## src/rtl/irqc_pkg.sv

```systemverilog
package irqc_pkg;

  localparam int VEC_W = 8;

  // index of the lowest set bit (highest priority); 0 when empty
  function automatic logic [2:0] lowest_set(input logic [7:0] v);
    logic [2:0] r;
    r = 3'd0;
    for (int k = 7; k >= 0; k--) begin
      if (v[k]) r = 3'(k);
    end
    return r;
  endfunction

  // inputs still allowed to interrupt given the in-service set
  function automatic logic [7:0] allow_below(input logic [7:0] isr);
    if (isr == 8'h00) return 8'hFF;
    return (8'h01 << lowest_set(isr)) - 8'h01;
  endfunction

  function automatic logic [7:0] mk_vec(input logic [7:0] base, input logic [2:0] idx);
    return {base[7:3], idx};
  endfunction

endpackage

```

## src/rtl/irqc_unit.sv

```systemverilog
module irqc_unit
  import irqc_pkg::*;
#(
  parameter int          N        = 8,
  parameter logic [7:0]  BASE_RST = 8'h08,
  parameter logic [N-1:0] LEVEL_IN = '0
) (
  input  logic             clk,
  input  logic             rst_n,
  input  logic [N-1:0]     line_i,
  input  logic             wr_i,
  input  logic             a0_i,
  input  logic [7:0]       wdata_i,
  output logic [7:0]       rdata_o,
  input  logic             ack_i,
  output logic             int_o,
  output logic [7:0]       vec_o,
  output logic             sel_vld_o,
  output logic [$clog2(N)-1:0] sel_o,
  output logic [7:0]       base_o
);

  localparam int IW = $clog2(N);
  localparam logic [N-1:0] ONE = {{(N-1){1'b0}}, 1'b1};

  logic [N-1:0] prev_q, pend_q, mask_q, isr_q;
  logic [7:0]   base_q;
  logic         init_wait_q;

  logic [N-1:0] rise, eff, cand, live, ack_hit, eoi_clr;
  logic [7:0]   live8, isr8, eff8, mask8, allow8;
  logic [2:0]   isr_lo, sel3;
  logic         isr_any, eoi_wr, init_wr, base_wr, mask_wr;

  always_comb begin
    rise    = line_i & ~prev_q & ~LEVEL_IN;
    eff     = (pend_q & line_i) | (line_i & LEVEL_IN);
    cand    = eff & ~mask_q;
    isr8    = '0;
    isr8[N-1:0] = isr_q;
    isr_any = |isr_q;
    isr_lo  = lowest_set(isr8);
    allow8  = allow_below(isr8);
    live    = cand & allow8[N-1:0];
    live8   = '0;
    live8[N-1:0] = live;
    sel3    = lowest_set(live8);
    eff8    = '0;
    eff8[N-1:0] = eff;
    mask8   = '0;
    mask8[N-1:0] = mask_q;
  end

  assign sel_vld_o = |live;
  assign sel_o     = sel3[IW-1:0];
  assign int_o     = sel_vld_o;
  assign vec_o     = sel_vld_o ? mk_vec(base_q, sel3) : mk_vec(base_q, 3'd7);
  assign base_o    = base_q;
  assign rdata_o   = a0_i ? mask8 : eff8;

  assign ack_hit = (ack_i && sel_vld_o) ? (ONE << sel_o) : '0;
  assign eoi_wr  = wr_i && !a0_i && wdata_i[5] && !wdata_i[4];
  assign init_wr = wr_i && !a0_i && wdata_i[4];
  assign base_wr = wr_i && a0_i && init_wait_q;
  assign mask_wr = wr_i && a0_i && !init_wait_q;
  assign eoi_clr = (eoi_wr && isr_any) ? (ONE << isr_lo[IW-1:0]) : '0;

  always_ff @(posedge clk or negedge rst_n) begin
    if (!rst_n) begin
      prev_q      <= '0;
      pend_q      <= '0;
      mask_q      <= '0;
      isr_q       <= '0;
      base_q      <= BASE_RST;
      init_wait_q <= 1'b0;
    end else begin
      prev_q <= line_i;
      pend_q <= (pend_q | rise) & line_i & ~ack_hit & ~LEVEL_IN;
      isr_q  <= (isr_q & ~eoi_clr) | ack_hit;
      if (init_wr) init_wait_q <= 1'b1;
      else if (base_wr) init_wait_q <= 1'b0;
      if (base_wr) base_q <= {wdata_i[7:3], 3'b000};
      if (mask_wr) mask_q <= wdata_i[N-1:0];
    end
  end

  // interrupt only with some unmasked line high
  a_r6_masked_silent: assert property (@(posedge clk) disable iff (!rst_n)
    int_o |-> |(line_i & ~mask_q));
  // a serviced edge request is consumed
  a_r2_ack_consumes: assert property (@(posedge clk) disable iff (!rst_n)
    (ack_i && sel_vld_o) |=> ((pend_q & $past(ack_hit) & ~LEVEL_IN) == '0));
  // acknowledge marks the input in service
  a_r8_ack_sets_isr: assert property (@(posedge clk) disable iff (!rst_n)
    (ack_i && sel_vld_o && !eoi_wr) |=> ((isr_q & $past(ack_hit)) != '0));
  // a selected input outranks everything in service
  a_r8_isr_blocks: assert property (@(posedge clk) disable iff (!rst_n)
    (sel_vld_o && isr_any) |-> (sel3 < isr_lo));
  // base low bits always clear
  a_r7_base_aligned: assert property (@(posedge clk) disable iff (!rst_n)
    base_q[2:0] == 3'b000);

endmodule

```

## src/rtl/irq_cascade.sv

```systemverilog
module irq_cascade
  import irqc_pkg::*;
#(
  parameter int         N         = 8,
  parameter int         CASC_IDX  = 2,
  parameter logic [7:0] M_BASE    = 8'h08,
  parameter logic [7:0] S_BASE    = 8'h70
) (
  input  logic               clk,
  input  logic               rst_n,
  input  logic [2*N-1:0]     irq_i,
  input  logic               cs_m_i,
  input  logic               cs_s_i,
  input  logic               a0_i,
  input  logic               wr_i,
  input  logic               rd_i,
  input  logic [7:0]         wdata_i,
  output logic [7:0]         rdata_o,
  input  logic               inta_i,
  output logic               int_o,
  output logic [7:0]         vec_o,
  output logic               vec_vld_o
);

  localparam int IW = $clog2(N);
  localparam logic [N-1:0] LVL = {{(N-1){1'b0}}, 1'b1} << CASC_IDX;

  logic [N-1:0]  m_line, s_line;
  logic          s_int, m_int, m_vld, s_vld, s_ack, casc_hit;
  logic [IW-1:0] m_sel, s_sel;
  logic [7:0]    m_vec, s_vec, m_rd, s_rd, m_base, s_base, vec_d;
  logic [7:0]    vec_q;
  logic          vld_q;
  logic          unused_casc_line;

  assign unused_casc_line = irq_i[CASC_IDX];
  assign s_line = irq_i[2*N-1:N];

  always_comb begin
    m_line = irq_i[N-1:0];
    m_line[CASC_IDX] = s_int;
  end

  assign casc_hit = m_vld && (m_sel == IW'(CASC_IDX));
  assign s_ack    = inta_i && casc_hit;
  assign vec_d    = casc_hit ? s_vec : m_vec;

  irqc_unit #(.N(N), .BASE_RST(M_BASE), .LEVEL_IN(LVL)) u_master (
    .clk(clk), .rst_n(rst_n), .line_i(m_line),
    .wr_i(wr_i && cs_m_i), .a0_i(a0_i), .wdata_i(wdata_i), .rdata_o(m_rd),
    .ack_i(inta_i), .int_o(m_int), .vec_o(m_vec), .sel_vld_o(m_vld),
    .sel_o(m_sel), .base_o(m_base)
  );

  irqc_unit #(.N(N), .BASE_RST(S_BASE), .LEVEL_IN('0)) u_slave (
    .clk(clk), .rst_n(rst_n), .line_i(s_line),
    .wr_i(wr_i && cs_s_i), .a0_i(a0_i), .wdata_i(wdata_i), .rdata_o(s_rd),
    .ack_i(s_ack), .int_o(s_int), .vec_o(s_vec), .sel_vld_o(s_vld),
    .sel_o(s_sel), .base_o(s_base)
  );

  always_ff @(posedge clk or negedge rst_n) begin
    if (!rst_n) begin
      vec_q <= '0;
      vld_q <= 1'b0;
    end else begin
      vld_q <= inta_i;
      if (inta_i) vec_q <= vec_d;
    end
  end

  assign int_o     = m_int;
  assign vec_o     = vec_q;
  assign vec_vld_o = vld_q;
  assign rdata_o   = !rd_i ? 8'h00 : cs_m_i ? m_rd : cs_s_i ? s_rd : 8'h00;

  // valid strobe follows acknowledge by one cycle
  a_r10_vld_after_ack: assert property (@(posedge clk) disable iff (!rst_n)
    inta_i |=> vec_vld_o);
  a_r10_no_spurious_vld: assert property (@(posedge clk) disable iff (!rst_n)
    !inta_i |=> !vec_vld_o);
  // cascade acknowledge takes the secondary base
  a_r5_slave_base: assert property (@(posedge clk) disable iff (!rst_n)
    s_ack |=> (vec_o[7:3] == s_base[7:3]));
  // cascade selection implies the secondary has a request
  a_r5_casc_has_src: assert property (@(posedge clk) disable iff (!rst_n)
    casc_hit |-> s_vld);
  // a primary acknowledge takes the primary base
  a_r4_master_base: assert property (@(posedge clk) disable iff (!rst_n)
    (inta_i && !casc_hit) |=> (vec_o[7:3] == m_base[7:3]));

endmodule

```

## config.mk

```make
export PLATFORM = sky130hd
export DESIGN_NAME = irq_cascade
export DESIGN_NICKNAME = d
export VERILOG_FILES = /design/src/rtl/irqc_pkg.sv /design/src/rtl/irqc_unit.sv /design/src/rtl/irq_cascade.sv
export SDC_FILE = /design/constraint.sdc
export NUM_CORES = 1
export LEC_CHECK = 0
export CORE_MARGIN = 2
export CORE_UTILIZATION = 41
export DETAILED_ROUTE_END_ITERATION = 8
export PLACE_DENSITY = 0.65
export SETUP_SLACK_MARGIN = 0.5
export SYNTH_ARGS = -nofsm -noshare
export SYNTH_HDL_FRONTEND = slang
export SYNTH_HIERARCHICAL = 1
export SYNTH_SLANG_ARGS = --single-unit
```

## constraint.sdc

```tcl
create_clock -name clk -period 13.2 [get_ports clk]
set_input_delay 2.64 -clock clk [delete_from_list [all_inputs] [get_ports clk]]
set_output_delay 2.64 -clock clk [all_outputs]
set_load 0.01 [all_outputs]
```

==> results of run 1 <==
==> power by group <==
part | total (mW) | switching [mW] | internal, mW | leakage (nW)
clock | 0.201 | 0.0903 | 0.111 | 0.109
combinational | 0.230 | 0.118 | 0.112 | 1.04
sequential | 0.356 | 0.0496 | 0.306 | 0.984
total | 0.787 | 0.258 | 0.529 | 2.13
==> layer usage <==
metal	share of wire, %	vias up
met5	0	-
met4	0.94	0
met3	3.1	6
met2	46	78
met1	50	1673
li1	-	1690
==> flip-flops by register name, summed over array words and instances (netlist names), 7 cells and up <==
signal,count
u_master/isr8,8
u_master/mask8,8
u_master/pend_q,7
u_master/prev_q,7
u_slave/isr8,8
u_slave/mask8,8
u_slave/pend_q,8
u_slave/prev_q,8
vec_o,8
==> per-stage QoR <==
stage | cells | hold slack, ns | power (mW) | worst slack [ns]
2_1_floorplan | 451 | 0.471 | 0.520 | 5.98
3_3_place_gp | 613 | 0.487 | 0.584 | 4.77
3_5_place_dp | 613 | 0.494 | 0.590 | 4.72
4_1_cts | 629 | 0.514 | 0.793 | 4.71
5_1_grt | 629 | 0.531 | 0.838 | 4.50
6_report | 629 | 0.511 | 0.787 | 4.71
==> final cells by class <==
class,count,area [sq um]
Fill cell,996,5230
Multi-Input combinational cell,327,2110
Sequential cell,83,2080
Timing Repair Buffer,50,493
Tap cell,136,170
Clock buffer,11,141
Clock inverter,5,77.6
Inverter,17,63.8
==> cells in the final DEF, fill, tap and decap left out, types with 3 or more instances in the layout <==
cell type                         count
sky130_fd_sc_hd__a211oi_1             4
sky130_fd_sc_hd__a21o_1               6
sky130_fd_sc_hd__a21oi_1             27
sky130_fd_sc_hd__a22oi_1              7
sky130_fd_sc_hd__and2_1               5
sky130_fd_sc_hd__and3_1               5
sky130_fd_sc_hd__and3b_1              3
sky130_fd_sc_hd__buf_4                3
sky130_fd_sc_hd__clkbuf_8            10
sky130_fd_sc_hd__clkdlybuf4s50_1     47
sky130_fd_sc_hd__dfrtp_1             79
sky130_fd_sc_hd__dfstp_2              4
sky130_fd_sc_hd__inv_1               16
sky130_fd_sc_hd__mux2_2              27
sky130_fd_sc_hd__mux2i_1              9
sky130_fd_sc_hd__nand2_1             52
sky130_fd_sc_hd__nand2b_1            11
sky130_fd_sc_hd__nand3_1              5
sky130_fd_sc_hd__nand3b_1             8
sky130_fd_sc_hd__nor2_1              27
sky130_fd_sc_hd__nor2b_1             10
sky130_fd_sc_hd__nor3_1               9
sky130_fd_sc_hd__nor4_1               3
sky130_fd_sc_hd__o21a_1               3
sky130_fd_sc_hd__o21ai_0             43
sky130_fd_sc_hd__o21ai_1              3
sky130_fd_sc_hd__o21bai_1             3
sky130_fd_sc_hd__o2bb2ai_1            3
sky130_fd_sc_hd__or2_2                3
sky130_fd_sc_hd__or3_1                5
sky130_fd_sc_hd__or4_1                4
==> worst min-delay path by stage <==
stage                     slack (ns)                  to               start  depth (start not counted)
final                           0.51  u_master/base_o[6]  u_master/base_o[6]                          1
after global routing            0.53  u_master/base_o[4]  u_master/base_o[4]                          1
after CTS                       0.51  u_master/base_o[6]  u_master/base_o[6]                          1
after detailed placement        0.49  u_master/base_o[6]  u_master/base_o[6]                          1
after global placement          0.49  u_master/base_o[6]  u_master/base_o[6]                          1
after floorplan                 0.47    u_master/isr8[7]    u_master/isr8[7]                          1
==> worst max-delay path: stages <==
cell and delay [ns]:
sky130_fd_sc_hd__clkdlybuf4s50_1 0.45, sky130_fd_sc_hd__nand3b_1 0.22, sky130_fd_sc_hd__o21ai_0 0.14, sky130_fd_sc_hd__o2bb2ai_1 0.17, sky130_fd_sc_hd__nor2_1 0.18, sky130_fd_sc_hd__nand3_1 0.12
sky130_fd_sc_hd__nor2b_1 0.19, sky130_fd_sc_hd__o21ai_1 0.27, sky130_fd_sc_hd__nand2_1 0.13, sky130_fd_sc_hd__or3_1 0.36, sky130_fd_sc_hd__or3b_2 0.48, sky130_fd_sc_hd__clkdlybuf4s50_1 0.50
==> impl_metrics.yaml, run 1 <==
global_route:
  first_global_vias: 3380
  grt_pass1_wl_um: 17100
  grt_usage_pct: 19.2
  grt_use_met2_pct: 30.0
  grt_max_degree: 84
  busiest_layer: "met2"
  grt.overflow.total: 0
  antenna_found_initial: 0
  use_met1_pct: 27.1
  met3_usage_pct: 4.06
clock_tree:
  numClockSinks: 83
  clkSlewWorstSetupHoldPaths_ns: 0.08
  cts_max_level: 3
  clk_root_buffer_cell: "sky130_fd_sc_hd__clkbuf_8"
  cts_inserted_buffers: 9
  clock_tree.buffer_depth: 2
  tritoncts: "yes"
  cts_hold_repair.buffers: 0
  post_cts.resized_instances: 0
  insertion_delay_ns: 0.35
  postCtsSetupRepairBufs: 0
synthesis:
  post_synth.cell_area_avg_sq_um: 9.76
  combined_area_of_all_synthesized_cells_sq_um: 4400
  ys.warnings.count: 6
  postSynthNetCount: 485
  synth_cells: 451
cells_and_area:
  utilization_after_layout_pct: 49.5
  post_route_cells_drive_above_1_share_pct: 13.0
  finalNetCount: 522
  area_growth_from_synthesis_to_final_layout_pct: 16.7
  fin_area_sq_um: 5140
  num_antenna_cells: 0
route:
  num_vias: 3447
  drt-pass1-iter-count: 4
  via_per_inst: 5.48
  post_drt_wl_per_cell_um: 16.8
  drtAntennaViolNets: 0
  detail_route.iter0.violations: 135
  drc: 0
  routed_wirelength_um: 10600
placement:
  detailed_place_hpwl_um: 7950
  post_dp_cell_area_sq_um: 4920
  gp_congestion: 0.919
  portBuffers: 48
timing:
  tightestPinTransition_ns: 1.04
  final-setup-viol-count: 0
  finalCritPeriodShare_pct: 64.3
  clock.fmax_ghz: 0.118
  final-hold-violation-count: 0
  slew_viol_final: 0
  relSlewSlack_pct: 30.6
  timing.setup.tns_ns: 0
  final.min_clock_period_ns: 8.49
  setup_repair_after_global_routing_missed_its_margin: "false"
  final.setup_skew_ns: 0.0154
worst_setup_path:
  criticalPathCategory: "input pin to output pin"
  r2r_cells: 19
  worst_r2r_endpoint: "u_slave/isr8[4]"
  critical_path.max_fanout: 7
  timing.critical_path.from_type: "input pin"
  critical_path.endpoint_type: "output pin"
  minimum_setup_slack_among_reg_to_reg_paths_ns: 7.77
  worst_r2r_startpoint: "u_slave/isr8[4]"
  crit_end: "int_o"
  crit_path_start: "irq_i[10]"
  critPathArrivalTime_ns: 5.85
  required_ns: 10.56
floorplan:
  fp-row-count: 37
  overall_die_width_um: 108
  initial_utilization_pct: 42.4
  height_of_the_die_um: 108
  design.portCount: 50
  die_area_sq_um: 11600
  floorplan.core_area_sq_um: 10400
pwr:
  power.density_cell_area_nw_per_um2: 153
  p_leak_nw: 2.13
  worst_ir_drop_vdd_mv: 0.0712
min_path:
  hold_path_class: "flop to flop"
outcome:
  status: "finished clean"
run:
  maximum_capacitance_violations: 0
(Power assumes the default switching activity.)
==> run 2, diff against run 1 <==
- clock period: 13.2 -> 8.8 ns (I/O delays scaled with it)
==> run 2 against run 1 <==
Against the previous run:
- non-clock buffer count is 1 lower
- first-iteration DRC count up 39%
- die area is the same
- cell area shrank 0.17%
- highest routed layer unchanged
==> impl_metrics.yaml, run 2 (synthesis results as in run 1) <==
route:
  via_per_inst: 5.59
  drt-pass1-iter-count: 5
  routed_wirelength_um: 10700
  detail_route.iter0.violations: 188
  num_vias: 3509
  drc: 0
  post_drt_wl_per_cell_um: 17.0
  drtAntennaViolNets: 0
timing:
  tightestPinTransition_ns: 1.08
  final.min_clock_period_ns: 6.78
  finalCritPeriodShare_pct: 77.0
  clock.fmax_ghz: 0.148
  final-setup-viol-count: 0
  timing.setup.tns_ns: 0
  slew_viol_final: 0
  whs_ns: 0.513
  relSlewSlack_pct: 27.1
  final.setup_skew_ns: 0.00798
  final_worst_slack_ns: 2.02
  setup_repair_after_global_routing_missed_its_margin: "false"
  final-hold-violation-count: 0
pwr:
  worst_ir_drop_vdd_mv: 0.0826
  power_mw: 1.18
  p_leak_nw: 2.12
  power.density_cell_area_nw_per_um2: 231
outcome:
  status: "finished clean"
worst_setup_path:
  worst_path_dominant_cell_family: "simple AND/OR/NAND/NOR gates"
  critical_path.endpoint_type: "output pin"
  critical_path.max_fanout: 7
  criticalPathCategory: "input pin to output pin"
  timing.critical_path.from_type: "input pin"
  critical_path.n_buffers_inverters: 2
  critPathMostFrequentCell: "sky130_fd_sc_hd__clkdlybuf4s50_1"
  required_ns: 7.04
  critical_path.max_stage_delay_ns: 0.50
  path_cells: "clkdlybuf4s50_1 -> nand3b_1 -> o21ai_0 -> o2bb2ai_1 -> nor2_1 -> nand3_1 -> nor2b_1 -> o21ai_1 -> nand2_1 -> or3_1 -> or3b_2 -> clkdlybuf4s50_1"
  critical-path-slowest-cell: "sky130_fd_sc_hd__clkdlybuf4s50_1"
  critPathArrivalTime_ns: 5.02
floorplan:
  overall_die_width_um: 108
  floorplan.core_area_sq_um: 10400
  design.portCount: 50
  die_area_sq_um: 11600
  initial_utilization_pct: 42.4
  height_of_the_die_um: 108
  fp-row-count: 37
clock_tree:
  tritoncts: "yes"
  cts_hold_repair.buffers: 0
  clock_tree.buffer_depth: 2
  cts_max_level: 3
  postCtsSetupRepairBufs: 0
  clk_root_buffer_cell: "sky130_fd_sc_hd__clkbuf_8"
  numClockSinks: 83
  post_cts.resized_instances: 0
  insertion_delay_ns: 0.36
  cts_inserted_buffers: 9
  clkSlewWorstSetupHoldPaths_ns: 0.09
cells_and_area:
  layout.cells.most_common: "sky130_fd_sc_hd__dfrtp_1"
  area_growth_from_synthesis_to_final_layout_pct: 16.5
  finalNetCount: 521
  layoutNonFillerInstCount: 628
  most_frequent_cells_in_the_layout: "sky130_fd_sc_hd__dfrtp_1 (79), sky130_fd_sc_hd__nand2_1 (52), sky130_fd_sc_hd__clkdlybuf4s50_1 (47)"
  fin_area_sq_um: 5130
  post_route_cells_drive_above_1_share_pct: 12.8
  num_antenna_cells: 0
  utilization_after_layout_pct: 49.4
placement:
  post_dp_cell_area_sq_um: 4910
  gp_congestion: 0.898
  detailed_place_hpwl_um: 7950
  dp.cells: 612
  pre_cts_ws_ns: 2.07
  portBuffers: 48
global_route:
  grt.overflow.total: 0
  grt_usage_pct: 19.7
  antenna_found_initial: 0
  grt_pass1_wl_um: 17600
  first_global_vias: 3455
  grt_max_degree: 84
run:
  maximum_capacitance_violations: 0
min_path:
  hold_path_class: "flop to flop"
==> run 2: cell types whose count changed in the layout (fill, tap and decap cells not counted), sizes merged <==
cell,change
buf,-1
clkbuf,-1
clkinv,+1
==> run 2: area by class of cell <==
class	count	area, sq um
inverters	17	63.8
fillers	991	5240
well taps	136	170
repair buffers	49	485
multi-input cells	327	2110
clock buffers	10	128
flip-flops and latches	83	2080
clock inverters	6	90.1
==> run 2: power by group <==
part | switching, mW | internal, mW
clock network | 0.141 | 0.160
logic | 0.180 | 0.168
registers | 0.0748 | 0.460
total | 0.395 | 0.787
==> run 2: final timing paths <==
path	startpoint	to	slack [ns]	depth (start not counted)
max in group asynchronous	rst_n	u_slave/prev_q[1]	6.56	1
setup / recovery	irq_i[10]	int_o	2.02	12
hold / removal	u_master/base_o[6]	u_master/base_o[6]	0.51	1
setup reg to reg	u_slave/isr8[4]	u_slave/isr8[4]	3.25	19
hold reg to reg	u_master/base_o[6]	u_master/base_o[6]	0.51	1
min in group asynchronous	rst_n	u_master/isr8[5]	1.57	1
==> run 2: layer usage <==
metal	global-route usage, %	up-vias	wire length [um]
li1	-	1684	-
met1	28.5	1705	5210
met2	29.4	100	4660
met3	3.69	20	544
met4	7.42	0	258
met5	0	-	0
==> run 3, diff against run 2 <==
- PLACE_DENSITY: 0.65 -> 0.68
- clock period: 8.8 -> 5.48 ns (I/O delays scaled with it)
==> run 3 against run 2 <==
Against the previous run:
- wire length rose by 2.8%
- die area did not move
- clock power rose by 38%
- register-to-register slack got worse by 2.2 ns
- cell area rose by 3.5%
- utilization rose by 1.7 points
- first-iteration DRC count fell by 0.53%
- setup slack got worse by 1.4 ns
- total power rose by 62%
- via count rose by 2.1%
- combinational power rose by 86%
- cell count rose by 2.5%
- critical path type is now flop to output pin
- critical endpoint unchanged
- highest routed layer unchanged
==> impl_metrics.yaml, run 3 (synthesis results as in run 1) <==
pwr:
  sequentialPowerShare_pct: 44.7
  power.density_cell_area_nw_per_um2: 361
  worst_ir_drop_vdd_mv: 0.140
  power.share.switching_pct: 35.2
  power_mw: 1.92
  p_comb_share_pct: 33.6
  p_int_mw: 1.24
  clock_power_share_pct: 21.7
  p_leak_nw: 2.22
  power_switching_mw: 0.675
timing:
  slew_viol_final: 0
  final_worst_slack_ns: 0.672
  timing.setup.tns_ns: 0
  final-hold-violation-count: 0
  final.setup_skew_ns: 0.0108
  final.min_clock_period_ns: 4.81
  relSlewSlack_pct: 30.8
  tightestPinTransition_ns: 1.04
  final-setup-viol-count: 0
  setup_repair_after_global_routing_missed_its_margin: "false"
  finalCritPeriodShare_pct: 87.7
  clock.fmax_ghz: 0.208
min_path:
  holdCritStartpoint: "u_master/base_o[6]"
  worst_hold_path_depth: 1
  hold_path_class: "flop to flop"
worst_setup_path:
  worst_r2r_startpoint: "u_slave/isr8[4]"
  path_cells: "or4_4 -> a22oi_2 -> nand2_1 -> ha_4 -> o21ai_2 -> a21o_1 -> nor2_2 -> nand3_2 -> nor2b_4 -> o21ai_2 -> nand2_1 -> or3_4 -> or3b_4 -> buf_2"
  critical-path-slowest-cell: "sky130_fd_sc_hd__or4_4"
  crit_path_start: "u_slave/isr8[4]"
  r2r_cells: 19
  critPathArrivalTime_ns: 3.71
  critical_path.max_stage_delay_ns: 0.55
  criticalPathCategory: "flop to output pin"
  required_ns: 4.38
  timing.critical_path.from_type: "flop"
  critical_path.max_fanout: 5
  critical_path.endpoint_type: "output pin"
cells_and_area:
  post_route_cells_drive_above_1_share_pct: 19.3
  most_frequent_cells_in_the_layout: "sky130_fd_sc_hd__dfrtp_1 (76), sky130_fd_sc_hd__nand2_1 (52), sky130_fd_sc_hd__clkdlybuf4s50_1 (46)"
  layout.cells.most_common: "sky130_fd_sc_hd__dfrtp_1"
  finalNetCount: 537
  area_growth_from_synthesis_to_final_layout_pct: 20.6
  num_antenna_cells: 0
  layoutNonFillerInstCount: 644
clock_tree:
  cts_max_level: 3
  numClockSinks: 83
  cts_inserted_buffers: 9
  insertion_delay_ns: 0.36
  tritoncts: "yes"
  clk_root_buffer_cell: "sky130_fd_sc_hd__clkbuf_8"
  clkSlewWorstSetupHoldPaths_ns: 0.09
  cts_hold_repair.buffers: 0
  clock_tree.buffer_depth: 2
global_route:
  antenna_found_initial: 0
  first_global_vias: 3518
  grt_usage_pct: 20.0
  grt.overflow.total: 0
  grt_pass1_wl_um: 17800
  grt_max_degree: 84
placement:
  dp.cells: 622
  pre_cts_ws_ns: 0.302
  gp_congestion: 0.936
  portBuffers: 48
  detailed_place_hpwl_um: 8060
route:
  num_vias: 3583
  drc: 0
  via_per_inst: 5.56
  routed_wirelength_um: 11000
  post_drt_wl_per_cell_um: 17.0
  detail_route.iter0.violations: 187
  drtAntennaViolNets: 0
  drt-pass1-iter-count: 5
floorplan:
  design.portCount: 50
  floorplan.core_area_sq_um: 10400
  die_area_sq_um: 11600
  fp-row-count: 37
  initial_utilization_pct: 42.4
  overall_die_width_um: 108
  height_of_the_die_um: 108
outcome:
  status: "finished clean"
run:
  maximum_capacitance_violations: 0
==> run 3: changes by cell type in the layout (fill, tap and decap cells not counted), sizes merged <==
cell | before | now
buf | 2 | 19
bufinv | 2 | 0
clkdlybuf4s50 | 47 | 46
inv | 17 | 19
==> run 3: path summary, 6_finish.rpt <==
path	slack [ns]	endpoint
hold reg to reg	0.51	u_master/base_o[6]
max in group asynchronous	3.83	u_slave/isr8[6]
hold / removal	0.51	u_master/base_o[6]
min in group asynchronous	0.90	u_master/isr8[5]
setup / recovery	0.67	int_o
setup reg to reg	1.10	u_slave/isr8[4]
==> run 3: per-stage QoR <==
stage	hold slack [ns]	cell area [sq um]	utilization, %
global placement	0.488	4980	48.1
detailed placement	0.495	4980	48.1
global route	0.531	5310	51.2
CTS	0.517	5230	50.4
floorplan	0.471	4400	-
finish	0.515	5310	51.2
==> run 3: per-layer routing <==
metal	vias up	GRT usage (%)	share of wire [%]
met5	-	0	0
met4	0	9.07	2.4
met3	22	2.72	4.4
met2	119	29.8	44
met1	1730	29.0	49
li1	1712	-	-
==> run 3: area by class of cell <==
cell class                 instances  area [sq um]
clock inverter                     6          47.5
multi-input combinational        327          2200
clock buffer                      10           138
sequential                        83          2090
tap                              136           170
fill                             971          5060
inverter                          17          63.8
timing repair buffer              65           601
==> run 3: power groups by stage <==
stage          Sequential, mW  Combinational (mW)  Clock, mW
6_report                0.857               0.645      0.416
3_3_place_gp            0.857               0.565          0
2_1_floorplan           0.824               0.428          0
4_1_cts                 0.852               0.605      0.432
3_5_place_dp            0.863               0.579          0
5_1_grt                 0.877               0.710      0.455
==> run 3: worst max-delay path, delay by kind of cell (launching register included) <==
| family | cells | cell delay (ns) |
|---|---|---|
| adders and majority gates | 1 | 0.28 |
| DFF | 1 | 0.43 |
| and+or+nand+nor | 8 | 1.93 |
| AOI/OAI and AO/OA | 4 | 0.56 |
| buffers and inverters | 1 | 0.15 |
==> run 3: repair_timing <==
item | 4_1_cts | 5_1_grt
endpoints found under the setup margin | 1 | 1
setup buffers | 3 | 3
gates resized for setup | 13 | 14
pin swaps | 1 | 6
cloned | 0 | 0
